===== config.mk =====
export PLATFORM = sky130hd
export DESIGN_NAME = stat_evt_group
export DESIGN_NICKNAME = d
export VERILOG_FILES = /design/src/rtl/stat_evt_pkg.sv /design/src/rtl/stat_edge_filt.sv /design/src/rtl/stat_evt_store.sv /design/src/rtl/stat_cfg_regs.sv /design/src/rtl/stat_evt_group.sv
export SDC_FILE = /design/constraint.sdc
export NUM_CORES = 1
export LEC_CHECK = 0
export BUFFER_PORTS_ARGS = -buffer_cell sky130_fd_sc_hd__buf_2
export CORE_AREA = 5 5 111 113
export DETAILED_ROUTE_END_ITERATION = 8
export DIE_AREA = 0 0 116 118
export PLACE_DENSITY = 0.55
export SYNTH_ARGS = -nofsm -noshare
export SYNTH_HDL_FRONTEND = slang
export SYNTH_HIERARCHICAL = 1
export SYNTH_SLANG_ARGS = --single-unit

===== constraint.sdc =====
create_clock -name clk -period 1.3 [get_ports clk]
set_input_delay 0.13 -clock clk [delete_from_list [all_inputs] [get_ports clk]]
set_output_delay 0.13 -clock clk [all_outputs]
set_load 0.01 [all_outputs]

===== src/rtl/stat_evt_pkg.sv =====
package stat_evt_pkg;
   localparam int unsigned SEL_W = 3;

   typedef enum logic [SEL_W-1:0] {
      SEL_COND = 3'd0,
      SEL_RISE = 3'd1,
      SEL_FALL = 3'd2,
      SEL_EVT  = 3'd3,
      SEL_ENA  = 3'd4
   } reg_sel_e;
endpackage


===== src/rtl/stat_edge_filt.sv =====
module stat_edge_filt #(
   parameter int unsigned       WIDTH     = 16,
   parameter logic [WIDTH-1:0]  RSVD_MASK = {1'b1, {(WIDTH-1){1'b0}}}
) (
   input  logic             clk,
   input  logic             rst_n,
   input  logic [WIDTH-1:0] cond_in,
   input  logic [WIDTH-1:0] rise_msk,
   input  logic [WIDTH-1:0] fall_msk,
   output logic [WIDTH-1:0] cond_q,
   output logic [WIDTH-1:0] hit
);
   logic [WIDTH-1:0] cond_s;

   assign cond_s = cond_in & ~RSVD_MASK;

   always_ff @(posedge clk or negedge rst_n) begin
      if (!rst_n) cond_q <= '0;
      else        cond_q <= cond_s;
   end

   for (genvar b = 0; b < WIDTH; b++) begin : g_bit
      if (RSVD_MASK[b]) begin : g_rsvd
         assign hit[b] = 1'b0;
      end else begin : g_live
         logic up, dn;
         assign up     = cond_s[b] & ~cond_q[b];
         assign dn     = ~cond_s[b] & cond_q[b];
         assign hit[b] = (up & rise_msk[b]) | (dn & fall_msk[b]);
      end
   end

   // the stored sample follows the masked input one edge later
   p_sample_r4: assert property (@(posedge clk) disable iff (!rst_n)
      1'b1 |=> (cond_q == ($past(cond_in) & ~RSVD_MASK)));
endmodule


===== src/rtl/stat_evt_store.sv =====
module stat_evt_store #(
   parameter int unsigned       WIDTH     = 16,
   parameter logic [WIDTH-1:0]  RSVD_MASK = {1'b1, {(WIDTH-1){1'b0}}}
) (
   input  logic             clk,
   input  logic             rst_n,
   input  logic [WIDTH-1:0] hit,
   input  logic             clr,
   output logic [WIDTH-1:0] evt_q
);
   logic [WIDTH-1:0] base;

   assign base = clr ? '0 : evt_q;

   always_ff @(posedge clk or negedge rst_n) begin
      if (!rst_n) evt_q <= '0;
      else        evt_q <= (base | hit) & ~RSVD_MASK;
   end

   // a filtered edge always lands in the event register, even during a clear
   p_edge_latch_r1: assert property (@(posedge clk) disable iff (!rst_n)
      (hit != '0) |=> ((evt_q & $past(hit)) == $past(hit)));
   // without a clear, bits that are set stay set
   p_sticky_r10: assert property (@(posedge clk) disable iff (!rst_n)
      !clr |=> ((evt_q & $past(evt_q)) == $past(evt_q)));
   // a clear with no new edge empties the register
   p_clear_r8: assert property (@(posedge clk) disable iff (!rst_n)
      (clr && (hit == '0)) |=> (evt_q == '0));

   p_evt_rsvd_r7: assert property (@(posedge clk) disable iff (!rst_n)
      (evt_q & RSVD_MASK) == '0);
endmodule


===== src/rtl/stat_cfg_regs.sv =====
module stat_cfg_regs
   import stat_evt_pkg::*;
#(
   parameter int unsigned       WIDTH     = 16,
   parameter logic [WIDTH-1:0]  RSVD_MASK = {1'b1, {(WIDTH-1){1'b0}}}
) (
   input  logic             clk,
   input  logic             rst_n,
   input  logic             wr,
   input  logic [SEL_W-1:0] addr,
   input  logic [WIDTH-1:0] wdata,
   output logic [WIDTH-1:0] rise_msk,
   output logic [WIDTH-1:0] fall_msk,
   output logic [WIDTH-1:0] ena_msk
);
   localparam logic [WIDTH-1:0] RISE_INIT = ~RSVD_MASK;
   localparam logic [WIDTH-1:0] FALL_INIT = '0;
   localparam logic [WIDTH-1:0] ENA_INIT  = '0;

   logic [WIDTH-1:0] wd_clean;
   assign wd_clean = wdata & ~RSVD_MASK;

   always_ff @(posedge clk or negedge rst_n) begin
      if (!rst_n) begin
         rise_msk <= RISE_INIT;
         fall_msk <= FALL_INIT;
         ena_msk  <= ENA_INIT;
      end else if (wr) begin
         case (reg_sel_e'(addr))
            SEL_RISE: rise_msk <= wd_clean;
            SEL_FALL: fall_msk <= wd_clean;
            SEL_ENA:  ena_msk  <= wd_clean;
            default:  ;
         endcase
      end
   end


   p_cfg_rsvd_r7: assert property (@(posedge clk) disable iff (!rst_n)
      ((rise_msk | fall_msk | ena_msk) & RSVD_MASK) == '0);
   // without a write the configuration holds
   p_cfg_hold_r5: assert property (@(posedge clk) disable iff (!rst_n)
      !wr |=> ($stable(rise_msk) && $stable(fall_msk) && $stable(ena_msk)));
endmodule


===== src/rtl/stat_evt_group.sv =====
module stat_evt_group
   import stat_evt_pkg::*;
#(
   parameter int unsigned       WIDTH       = 16,
   parameter logic [WIDTH-1:0]  RSVD_MASK   = {1'b1, {(WIDTH-1){1'b0}}},
   parameter bit                REG_SUMMARY = 1'b0
) (
   input  logic             clk,
   input  logic             rst_n,
   input  logic [WIDTH-1:0] cond_in,
   input  logic             clr_status,
   input  logic [SEL_W-1:0] host_addr,
   input  logic             host_wr,
   input  logic [WIDTH-1:0] host_wdata,
   input  logic             host_rd,
   output logic [WIDTH-1:0] host_rdata,
   output logic             summary
);
   initial begin : elab_chk
      a_width: assert (WIDTH >= 2 && WIDTH <= 64)
         else $error("stat_evt_group: WIDTH out of range");
   end

   logic [WIDTH-1:0] rise_msk, fall_msk, ena_msk;
   logic [WIDTH-1:0] cond_q, hit, evt_q;
   logic             evt_clr;
   logic             sum_c;

   stat_cfg_regs #(.WIDTH(WIDTH), .RSVD_MASK(RSVD_MASK)) u_cfg (
      .clk(clk), .rst_n(rst_n), .wr(host_wr), .addr(host_addr),
      .wdata(host_wdata), .rise_msk(rise_msk), .fall_msk(fall_msk),
      .ena_msk(ena_msk)
   );

   stat_edge_filt #(.WIDTH(WIDTH), .RSVD_MASK(RSVD_MASK)) u_filt (
      .clk(clk), .rst_n(rst_n), .cond_in(cond_in), .rise_msk(rise_msk),
      .fall_msk(fall_msk), .cond_q(cond_q), .hit(hit)
   );

   assign evt_clr = clr_status | (host_rd & (reg_sel_e'(host_addr) == SEL_EVT));

   stat_evt_store #(.WIDTH(WIDTH), .RSVD_MASK(RSVD_MASK)) u_evt (
      .clk(clk), .rst_n(rst_n), .hit(hit), .clr(evt_clr), .evt_q(evt_q)
   );

   always_comb begin
      case (reg_sel_e'(host_addr))
         SEL_COND: host_rdata = cond_q;
         SEL_RISE: host_rdata = rise_msk;
         SEL_FALL: host_rdata = fall_msk;
         SEL_EVT:  host_rdata = evt_q;
         SEL_ENA:  host_rdata = ena_msk;
         default:  host_rdata = '0;
      endcase
   end

   assign sum_c = |(evt_q & ena_msk);

   if (REG_SUMMARY) begin : g_sum_reg
      always_ff @(posedge clk or negedge rst_n) begin
         if (!rst_n) summary <= 1'b0;
         else        summary <= |((((evt_clr ? '0 : evt_q) | hit) & ~RSVD_MASK) & ena_msk);
      end
   end else begin : g_sum_comb
      assign summary = sum_c;
   end

   // a clear-status pulse never disturbs the configuration
   p_cls_keeps_cfg_r9: assert property (@(posedge clk) disable iff (!rst_n)
      (clr_status && !host_wr) |=> ($stable(rise_msk) && $stable(fall_msk) && $stable(ena_msk)));
   // no enabled event means no summary
   p_sum_idle_r6: assert property (@(posedge clk) disable iff (!rst_n)
      (ena_msk == '0) |-> (sum_c == 1'b0));
endmodule


### After elaboration in Yosys (flattened, before gate mapping)

Cells that the tools add are included.

| storage, ports and cells | value |
|---|---|
| flip-flop bits (word level) | 75 |
| input bits | 40 |
| logic and storage cells | 125 |

| operators by class | value |
|---|---|
| equality and inequality tests | 4 |
| multiplexer cells | 2 |
| bitwise logic cells | 109 |
| reduce and logical (&&, ||, !) cells | 5 |

Operators by type and width:

| operator | number |
|---|---|
| $pmux 15 s5 | 1 |
| $and 1x1->1 | 61 |
| $not 1->1 | 30 |
| $or 1x1->1 | 16 |
| $reduce_or 16->1 | 1 |
| $and 15x15->15 | 1 |
| $mux 15 | 1 |
| $or 15x15->15 | 1 |
| $eq 3x2->1 const B | 2 |
| $reduce_and 2->1 | 3 |
| $eq 3x1->1 const B | 1 |
| $eq 3x3->1 const B | 1 |
| $logic_not 3->1 | 1 |

### Depth between registers and ports, before layout

Gate-level depths: netlist of run 1.

| logic depth | value |
|---|---|
| depth in word-level cells | 5 |
| mapped depth | 7 |

### Modules after synthesis

Netlist of run 1, hierarchy kept.

By module, submodules not included:

| module | instances | cells an instance | area an instance (sq um) | sequential area each (sq um) |
|---|---|---|---|---|
| stat_cfg_regs | 1 | 103 | 1921.8 | 1144.8 |
| stat_evt_group | 1 | 91 | 768.2 | 0.0 |
| stat_edge_filt | 1 | 63 | 694.4 | 375.4 |
| stat_evt_store | 1 | 34 | 520.5 | 375.4 |

### Worst setup path before layout of run 1

No wires, ideal clock.

| path | value |
|---|---|
| path kind | input-to-reg |
| start point | input port host_addr[0] |
| end point | register u_evt.evt_q[7] |
| data arrival time | 1.107 ns |
| data required time | 1.236 ns |
| path slack | 0.129 ns |
| stages on the path | 7 |
| buffers on the path | 3 |
| cells stage by stage | nor2b_2 -> buf_2 -> buf_4 -> a31o_2 -> inv_2 -> buf_6 -> a21o_1 |

| on the way | value |
|---|---|
| longest elaborated chain between the ends | 5 |

Ends and longest elaborated chain:

| element | line | RTL |
|---|---|---|
| start, declared | stat_evt_group.sv:12 | `input logic [SEL_W-1:0] host_addr,` |
| $eq 3x2->1 | stat_evt_group.sv:40 | `assign evt_clr = clr_status \| (host_rd & (reg_sel_e'(host_addr) == SEL_EVT));` |
| $and 1x1->1 | stat_evt_group.sv:40 |  |
| $or 1x1->1 | stat_evt_group.sv:40 |  |
| net evt_clr | stat_evt_group.sv:26 | `logic evt_clr;` |
| $mux 15 | stat_evt_store.sv:13 | `assign base = clr ? '0 : evt_q;` |
| $or 15x15->15 | stat_evt_store.sv:17 | `else evt_q <= (base \| hit) & ~RSVD_MASK;` |
| end signal, assigned | stat_evt_store.sv:17 |  |
| end, declared | stat_evt_store.sv:9 | `output logic [WIDTH-1:0] evt_q` |

The timed path passes the listed nets, and every way through them passes these cells.
A chain may end at the register's enable or synchronous reset.

### Final worst setup path of run 1

| path | value |
|---|---|
| start point | register u_evt.evt_q[7] |
| end point | output port summary |

| on the way | value |
|---|---|
| longest elaborated chain between the ends | 2 |

Ends and longest elaborated chain:

| element | line | RTL |
|---|---|---|
| $and 15x15->15 | stat_evt_group.sv:57 | `assign sum_c = \|(evt_q & ena_msk);` |
| $reduce_or 16->1 | stat_evt_group.sv:57 |  |
| end, declared | stat_evt_group.sv:17 | `output logic summary` |

Every way passes these cells.

==> results of run 1 <==
==> registers in the layout, summed over array words and instances, names as in the netlist <==
register        flops
u_cfg/ena_msk      15
u_cfg/fall_msk     15
u_cfg/rise_msk     15
u_evt/evt_q        15
u_filt/cond_q      15
==> per-stage QoR <==
step,setup WS [ps],std cells
floorplan,129,292
global placement,-134,517
detailed placement,-164,517
CTS,-448,552
global route,-501,553
finish,-434,553
==> routing by layer <==
metal,wire length [µm],track usage,vias up
li1,-,-,1320
met5,0,0,-
met2,4790,0.251,47
met1,4770,0.208,1411
met4,180,0.0537,0
met3,379,0.0375,13
==> power by group <==
part           switching (mW)  internal [mW]
clock                   0.929           1.40
sequential              0.371           2.85
combinational           0.687           1.18
==> critical path, delay by kind of cell (launching register included) <==
kind | cells | cell delay (ps)
AO/OA/AOI/OAI | 2 | 440
flip-flops | 1 | 370
buffers and inverters | 2 | 330
AND/OR/NAND/NOR | 1 | 130
==> layout make-up <==
type | count | area share
Clock inverter | 1 | 0.00147
Clock buffer | 15 | 0.0523
Sequential cell | 75 | 0.370
Timing Repair Buffer | 125 | 0.183
Tap cell | 143 | 0.0350
Inverter | 2 | 0.00147
Multi-Input combinational cell | 192 | 0.356
==> repair_timing <==
item,in CTS,in global routing
endpoints found under the hold margin,75,0
buffers inserted,3,1
pin swaps,2,1
hold buffers,16,0
endpoints found under the setup margin,16,16
cloned,0,0
gates resized for setup,19,1
==> worst min path at each step <==
stage | cells after the start | to | slack [ps]
floorplan | 0 | u_cfg/ena_msk[0] | -170
global placement | 2 | u_cfg/fall_msk[13] | 190
detailed placement | 2 | u_cfg/fall_msk[13] | 180
finish | 2 | u_cfg/ena_msk[14] | 50
global route | 2 | u_cfg/ena_msk[14] | 50
CTS | 2 | u_cfg/ena_msk[14] | 40
==> results.yml, run 1 <==
drt:
  vias_per_cell: 5.05
  wl_per_cell_um: 18.3
  via_count: 2791
  drc: 0
  wirelength_mm: 10.1
  firstDrtPassIters: 4
  drtIter0Drc: 80
  postRouteAntennaNets: 0
layout:
  layout.nets: 445
  fillers: 1045
  drive_above_1_share: 0.551
  num_antenna_cells: 0
  multi_input_area_um2: 1820
  syn2layout_area_growth_pct: 31.3
  ff_latch_area_um2: 1900
  final_common_cell: "dfrtp_1"
  design_area_um2: 5120
  final_cell_mix: "60 x dfrtp_1, 52 x buf_2, 45 x buf_4, 44 x mux2_4, 17 x mux2_2"
  utilization: 0.456
critical_path:
  required_ps: 1170
  r2r_setup_slack_ps: 360
  reg2reg_to: "u_evt/evt_q[5]"
  path_class: "reg -> out"
  worstPathMaxFanout: 2
  crit_start: "u_evt/evt_q[7]"
  end_kind: "output pin"
  critPathLaunchType: "register"
  max_stage_delay_ps: 370
  endpoint: "summary"
  r2r_cells: 4
  r2r_start: "u_cfg/fall_msk[5]"
  critical_path.cell_chain: "a22o_1 -> a221oi_2 -> buf_4 -> nand4_1 -> buf_2"
  slowest_stage: "dfrtp_1"
  arrival_ps: 1600
timing:
  drv_slew: 0
  fin_ws_ps: -434
  fmax_mhz: 577
  timing.hold.ws_ps: 48.1
  post-route-min-period_ps: 1730
  hold_violations: 0
  fin_tns_setup_ps: -4360
  clock_skew_ps: 4.80
  finalCritPeriodShare: 1.33
  rsz0062_at_grt: "yes"
  setup_viol: 16
  tightest_slew_ps: 530
  relSlewSlack: 0.643
placed_design:
  postPlaceCellArea_um2: 4580
  place.gp.congestion: 0.742
  numPortBuffers: 53
  dp_hpwl_mm: 7.24
grt:
  antenna_found_initial: 0
  grt_pass1_wl_mm: 16.6
  grt_max_degree: 76
  overflow: 0
  grt_usage: 0.157
  grt_pass1_vias: 3062
cts:
  ctsHtreeMaxLevel: 3
  cts_tree: "done"
  clk_pin_slew_ps: 60
  cts_root_buffer: "clkbuf_16"
  clk_path_buf_depth: 2
  clock_latency_ps: 330
  clkSinkCount: 75
  cts_buffers: 9
synthesis:
  ys_warn_count: 6
  synth.avg_cell_area_um2: 13.4
  synth_cells: 290
  netlist_area_um2: 3900
run:
  cap_violations: 0
min_path:
  min_path_type: "in -> reg"
  worstHoldStart: "host_wdata[14]"
floorplan:
  initial_core_util: 0.347
  fp.dieH_um: 118
  num_io_pins: 57
  dieArea_um2: 13700
  num_rows: 39
  die_w_um: 116
  coreArea_um2: 11200
outcome:
  violations: "setup timing"
  status: "finished with violations"
pwr:
  ir_drop_v: 0.000979
  leakage_nw: 2.37
  fin_total_pwr_mw: 7.41
  power_density_nw_per_um2: 1450
Note: power is estimated with default switching activity, not from simulation.
==> inputs of run 2 (changes only) <==
Settings changed: RECOVER_POWER set to 25.
==> run 2 against run 1 <==
Effect of this change: combinational power hardly changed; wire length hardly changed; the run still ends with setup timing left; maximum frequency is 0.51% higher; first-iteration DRC count is 5.0% higher; highest routed layer unchanged; critical endpoint unchanged; design area is 0.54% lower; sequential share of layout area is 0.20 points higher; clock power hardly changed.
==> results.yml, run 2 (synthesized netlist as in run 1, its figures left out) <==
cts:
  clock_latency_ps: 330
  clk_pin_slew_ps: 60
  cts_root_buffer: "clkbuf_16"
  ctsHtreeMaxLevel: 3
  cts_tree: "done"
  clkSinkCount: 75
  cts_buffers: 9
  clk_path_buf_depth: 2
floorplan:
  coreArea_um2: 11200
  dieArea_um2: 13700
  initial_core_util: 0.347
  num_io_pins: 57
  die_w_um: 116
  fp.dieH_um: 118
  num_rows: 39
drt:
  postRouteAntennaNets: 0
  wirelength_mm: 10.1
  via_count: 2788
  firstDrtPassIters: 4
  drc: 0
  vias_per_cell: 5.04
  drtIter0Drc: 84
  wl_per_cell_um: 18.3
layout:
  final_common_cell: "dfrtp_1"
  num_antenna_cells: 0
  final_cell_mix: "60 x dfrtp_1, 44 x mux2_4, 44 x buf_4, 37 x buf_2, 19 x clkbuf_1"
  drive_above_1_share: 0.515
  layout.nets: 445
  design_area_um2: 5090
  syn2layout_area_growth_pct: 30.6
timing:
  tightest_slew_ps: 683
  finalCritPeriodShare: 1.33
  rsz0062_at_grt: "yes"
  drv_slew: 0
  fin_ws_ps: -425
  setup_viol: 16
  fmax_mhz: 580
  post-route-min-period_ps: 1730
  relSlewSlack: 0.545
  hold_violations: 0
  clock_skew_ps: 4.79
grt:
  grt_max_degree: 76
  grt_usage: 0.157
  grt_pass1_vias: 3062
  grt_pass1_wl_mm: 16.6
  antenna_found_initial: 0
  overflow: 0
min_path:
  min_path_type: "in -> reg"
critical_path:
  required_ps: 1170
  r2r_setup_slack_ps: 360
  worstPathMaxFanout: 2
  end_kind: "output pin"
  critPathLaunchType: "register"
  path_class: "reg -> out"
  arrival_ps: 1600
placed_design:
  dp_hpwl_mm: 7.24
  postPlaceCellArea_um2: 4580
  numPortBuffers: 53
  place.gp.congestion: 0.742
outcome:
  status: "finished with violations"
  violations: "setup timing"
pwr:
  power_density_nw_per_um2: 1450
  leakage_nw: 2.33
  ir_drop_v: 0.000979
  fin_total_pwr_mw: 7.40
run:
  cap_violations: 0
[run 2: cell count changes in the layout (fill, tap and decap cells not counted)]
cell,before,now
clkbuf_1,4,19
buf_2,52,37
clkbuf_4,0,1
buf_4,45,44
buf_6,7,8
buf_12,5,4
[run 2: where the power goes]
group          leakage (nW)  switching [mW]  internal (mW)
Combinational          1.32           0.686           1.17
Clock                 0.130           0.929           1.40
Sequential            0.881           0.371           2.85
Total                  2.33            1.99           5.42
[run 2: worst max-delay path, cell delays in order (launching register included)]
cell and delay (ps):
dfrtp_1 370, a22o_1 250, a221oi_2 180, buf_4 150, nand4_1 130, buf_2 180
[run 2: routing by layer]
layer	up-vias	share of wire	track usage
met5	-	0	0
met2	47	0.48	0.251
li1	1321	-	-
met4	0	0.018	0.0537
met3	13	0.037	0.0375
met1	1407	0.47	0.208
[run 2: final cells by class]
class	count	area [µm²]
multi-input cells	192	1820
clock inverters	1	7.51
repair buffers	125	910
fillers	1052	6130
inverters	2	7.51
well taps	143	179
flip-flops and latches	75	1900
clock buffers	15	268
[run 2: per-stage QoR]
step | instances | setup slack [ps] | TNS [ps] | hold slack [ps] | util
after floorplan | 292 | 129 | 0 | -166 | -
after global routing | 553 | -501 | -5330 | 46.2 | 0.454
after global placement | 517 | -134 | -2420 | 187 | 0.408
after CTS | 552 | -448 | -4680 | 39.6 | 0.455
after detailed placement | 517 | -164 | -2730 | 184 | 0.408
final | 553 | -425 | -4340 | 48.1 | 0.454
[run 2: worst paths after layout]
check / endpoint / cells after the start / from
setup / recovery: summary / 5 / u_evt/evt_q[7]
hold / removal: u_cfg/ena_msk[14] / 2 / host_wdata[14]
setup reg to reg: u_evt/evt_q[5] / 4 / u_cfg/fall_msk[5]
hold reg to reg: u_evt/evt_q[11] / 1 / u_evt/evt_q[11]
max in group asynchronous: u_cfg/ena_msk[7] / 3 / rst_n
min in group asynchronous: u_cfg/fall_msk[13] / 3 / rst_n
[run 2: timing repair]
action                                 CTS  global route
hold buffers                            16             0
pin swaps                                2             1
resized for setup                       19             1
setup buffers                            3             1
setup endpoints to repair               16            16
endpoints found under the hold margin   75             0
==> inputs of run 3 (changes only) <==
--- a/constraint.sdc
+++ b/constraint.sdc
@@ -3,2 +3,2 @@
 set_output_delay 0.13 -clock clk [all_outputs]
-set_load 0.01 [all_outputs]
+set_load 0.02 [all_outputs]
==> run 3 against run 2 <==
Effect of this change: clock power rose by 15%; wire length rose by 0.78%; largest cell class unchanged; highest routed layer unchanged; design area rose by 3.2%; critical path type unchanged; the flow still finishes with violations (setup timing).
==> results.yml, run 3 (synthesized netlist as in run 1, its figures left out) <==
critical_path:
  r2r_start: "u_cfg/ena_msk[7]"
  r2r_setup_slack_ps: 290
  worstPathMaxFanout: 2
  critPathLaunchType: "register"
  endpoint: "summary"
  path_class: "reg -> out"
  arrival_ps: 1580
  end_kind: "output pin"
  crit_start: "u_cfg/ena_msk[7]"
  required_ps: 1170
  reg2reg_to: "u_cfg/ena_msk[7]"
  r2r_cells: 3
timing:
  clock_skew_ps: 5.03
  post-route-min-period_ps: 1710
  finalCritPeriodShare: 1.32
  rsz0062_at_grt: "yes"
  fmax_mhz: 584
  drv_slew: 0
  setup_viol: 16
  fin_ws_ps: -414
  relSlewSlack: 0.443
  tightest_slew_ps: 827
  hold_violations: 0
  timing.hold.ws_ps: 56.1
floorplan:
  coreArea_um2: 11200
  num_io_pins: 57
  die_w_um: 116
  dieArea_um2: 13700
  initial_core_util: 0.347
  num_rows: 39
  fp.dieH_um: 118
cts:
  clkSinkCount: 75
  cts_tree: "done"
  clk_path_buf_depth: 2
  cts_buffers: 9
  cts_root_buffer: "clkbuf_16"
  ctsHtreeMaxLevel: 3
  clk_pin_slew_ps: 60
  clock_latency_ps: 340
drt:
  firstDrtPassIters: 6
  via_count: 2858
  wl_per_cell_um: 18.1
  vias_per_cell: 5.09
  drtIter0Drc: 115
  drc: 0
  wirelength_mm: 10.2
  postRouteAntennaNets: 0
placed_design:
  numPortBuffers: 53
  place_ws_ps: -139
  place.gp.congestion: 0.755
  dp_hpwl_mm: 7.25
layout:
  final_cell_mix: "63 x buf_4, 60 x dfrtp_1, 44 x mux2_4, 25 x buf_2, 20 x clkbuf_1"
  layout.nets: 454
  num_antenna_cells: 0
  drive_above_1_share: 0.525
  final_common_cell: "buf_4"
  syn2layout_area_growth_pct: 34.8
grt:
  grt_max_degree: 46
  antenna_found_initial: 0
  grt_usage: 0.157
  grt_pass1_wl_mm: 16.4
  grt_pass1_vias: 3043
  overflow: 0
min_path:
  worstHoldStart: "host_wdata[0]"
  min_path_type: "in -> reg"
outcome:
  violations: "setup timing"
  status: "finished with violations"
run:
  cap_violations: 0
pwr:
  ir_drop_v: 0.000595
  power_density_nw_per_um2: 1510
  leakage_nw: 2.40
run 3: cell types whose count changed in the layout (fill, tap and decap cells not counted), moves of 2 or more:
cell and delta:
buf_4 +19, buf_2 -12, buf_12 +2, bufinv_16 +2
run 3: layer usage:
metal	vias to the layer above	GRT usage	share of wire
met5	-	0	0
met4	0	0.0587	0.016
met3	12	0.0350	0.035
met2	49	0.241	0.48
met1	1454	0.214	0.47
li1	1343	-	-
run 3: worst max-delay path, stage by stage, from the launching register on:
cell	delay [ps]
dfrtp_1	370
a22o_1	240
a221oi_2	180
buf_4	150
nand4_1	110
buf_4	190
run 3: timing repair:
action / CTS / global route
gates resized for setup: 15 / 18
endpoints found under the hold margin: 77 / 0
gates cloned: 0 / 0
buffers inserted: 4 / 7
hold buffers: 16 / 0
pin swaps: 3 / 7
endpoints found under the setup margin: 16 / 16
run 3: cell type report:
cell class	instances	area, µm²
fillers	1067	5970
flip-flops and latches	75	1900
inverters	2	7.51
clock inverters	2	60.1
clock buffers	14	254
multi-input cells	192	1830
repair buffers	134	1030
well taps	143	179
run 3: power breakdown:
part	leakage [nW]	internal (mW)	switching, mW
clock network	0.151	1.74	0.950
registers	0.881	2.85	0.358
logic	1.37	1.28	0.782
run 3: metrics by stage:
| stage | utilization | power (mW) | instance area [µm²] | setup TNS (ps) | cells |
|---|---|---|---|---|---|
| 4_1_cts | 0.460 | 7.88 | 5170 | -5090 | 555 |
| 2_1_floorplan | - | 4.27 | 3910 | 0 | 292 |
| 5_1_grt | 0.468 | 8.33 | 5260 | -7340 | 562 |
| 6_report | 0.468 | 7.95 | 5260 | -4890 | 562 |
| 3_5_place_dp | 0.412 | 5.05 | 4630 | -1450 | 520 |
| 3_3_place_gp | 0.412 | 5.02 | 4630 | -870 | 520 |
run 3: how the worst min path moves through the flow:
stage | slack (ps) | end | cells after the start
after floorplan | -170 | u_cfg/ena_msk[0] | 0
after global placement | -10 | u_filt/cond_q[13] | 1
after detailed placement | -10 | u_evt/evt_q[13] | 1
after CTS | 50 | u_cfg/ena_msk[1] | 2
after global routing | 50 | u_cfg/ena_msk[1] | 2
final | 60 | u_cfg/ena_msk[0] | 2
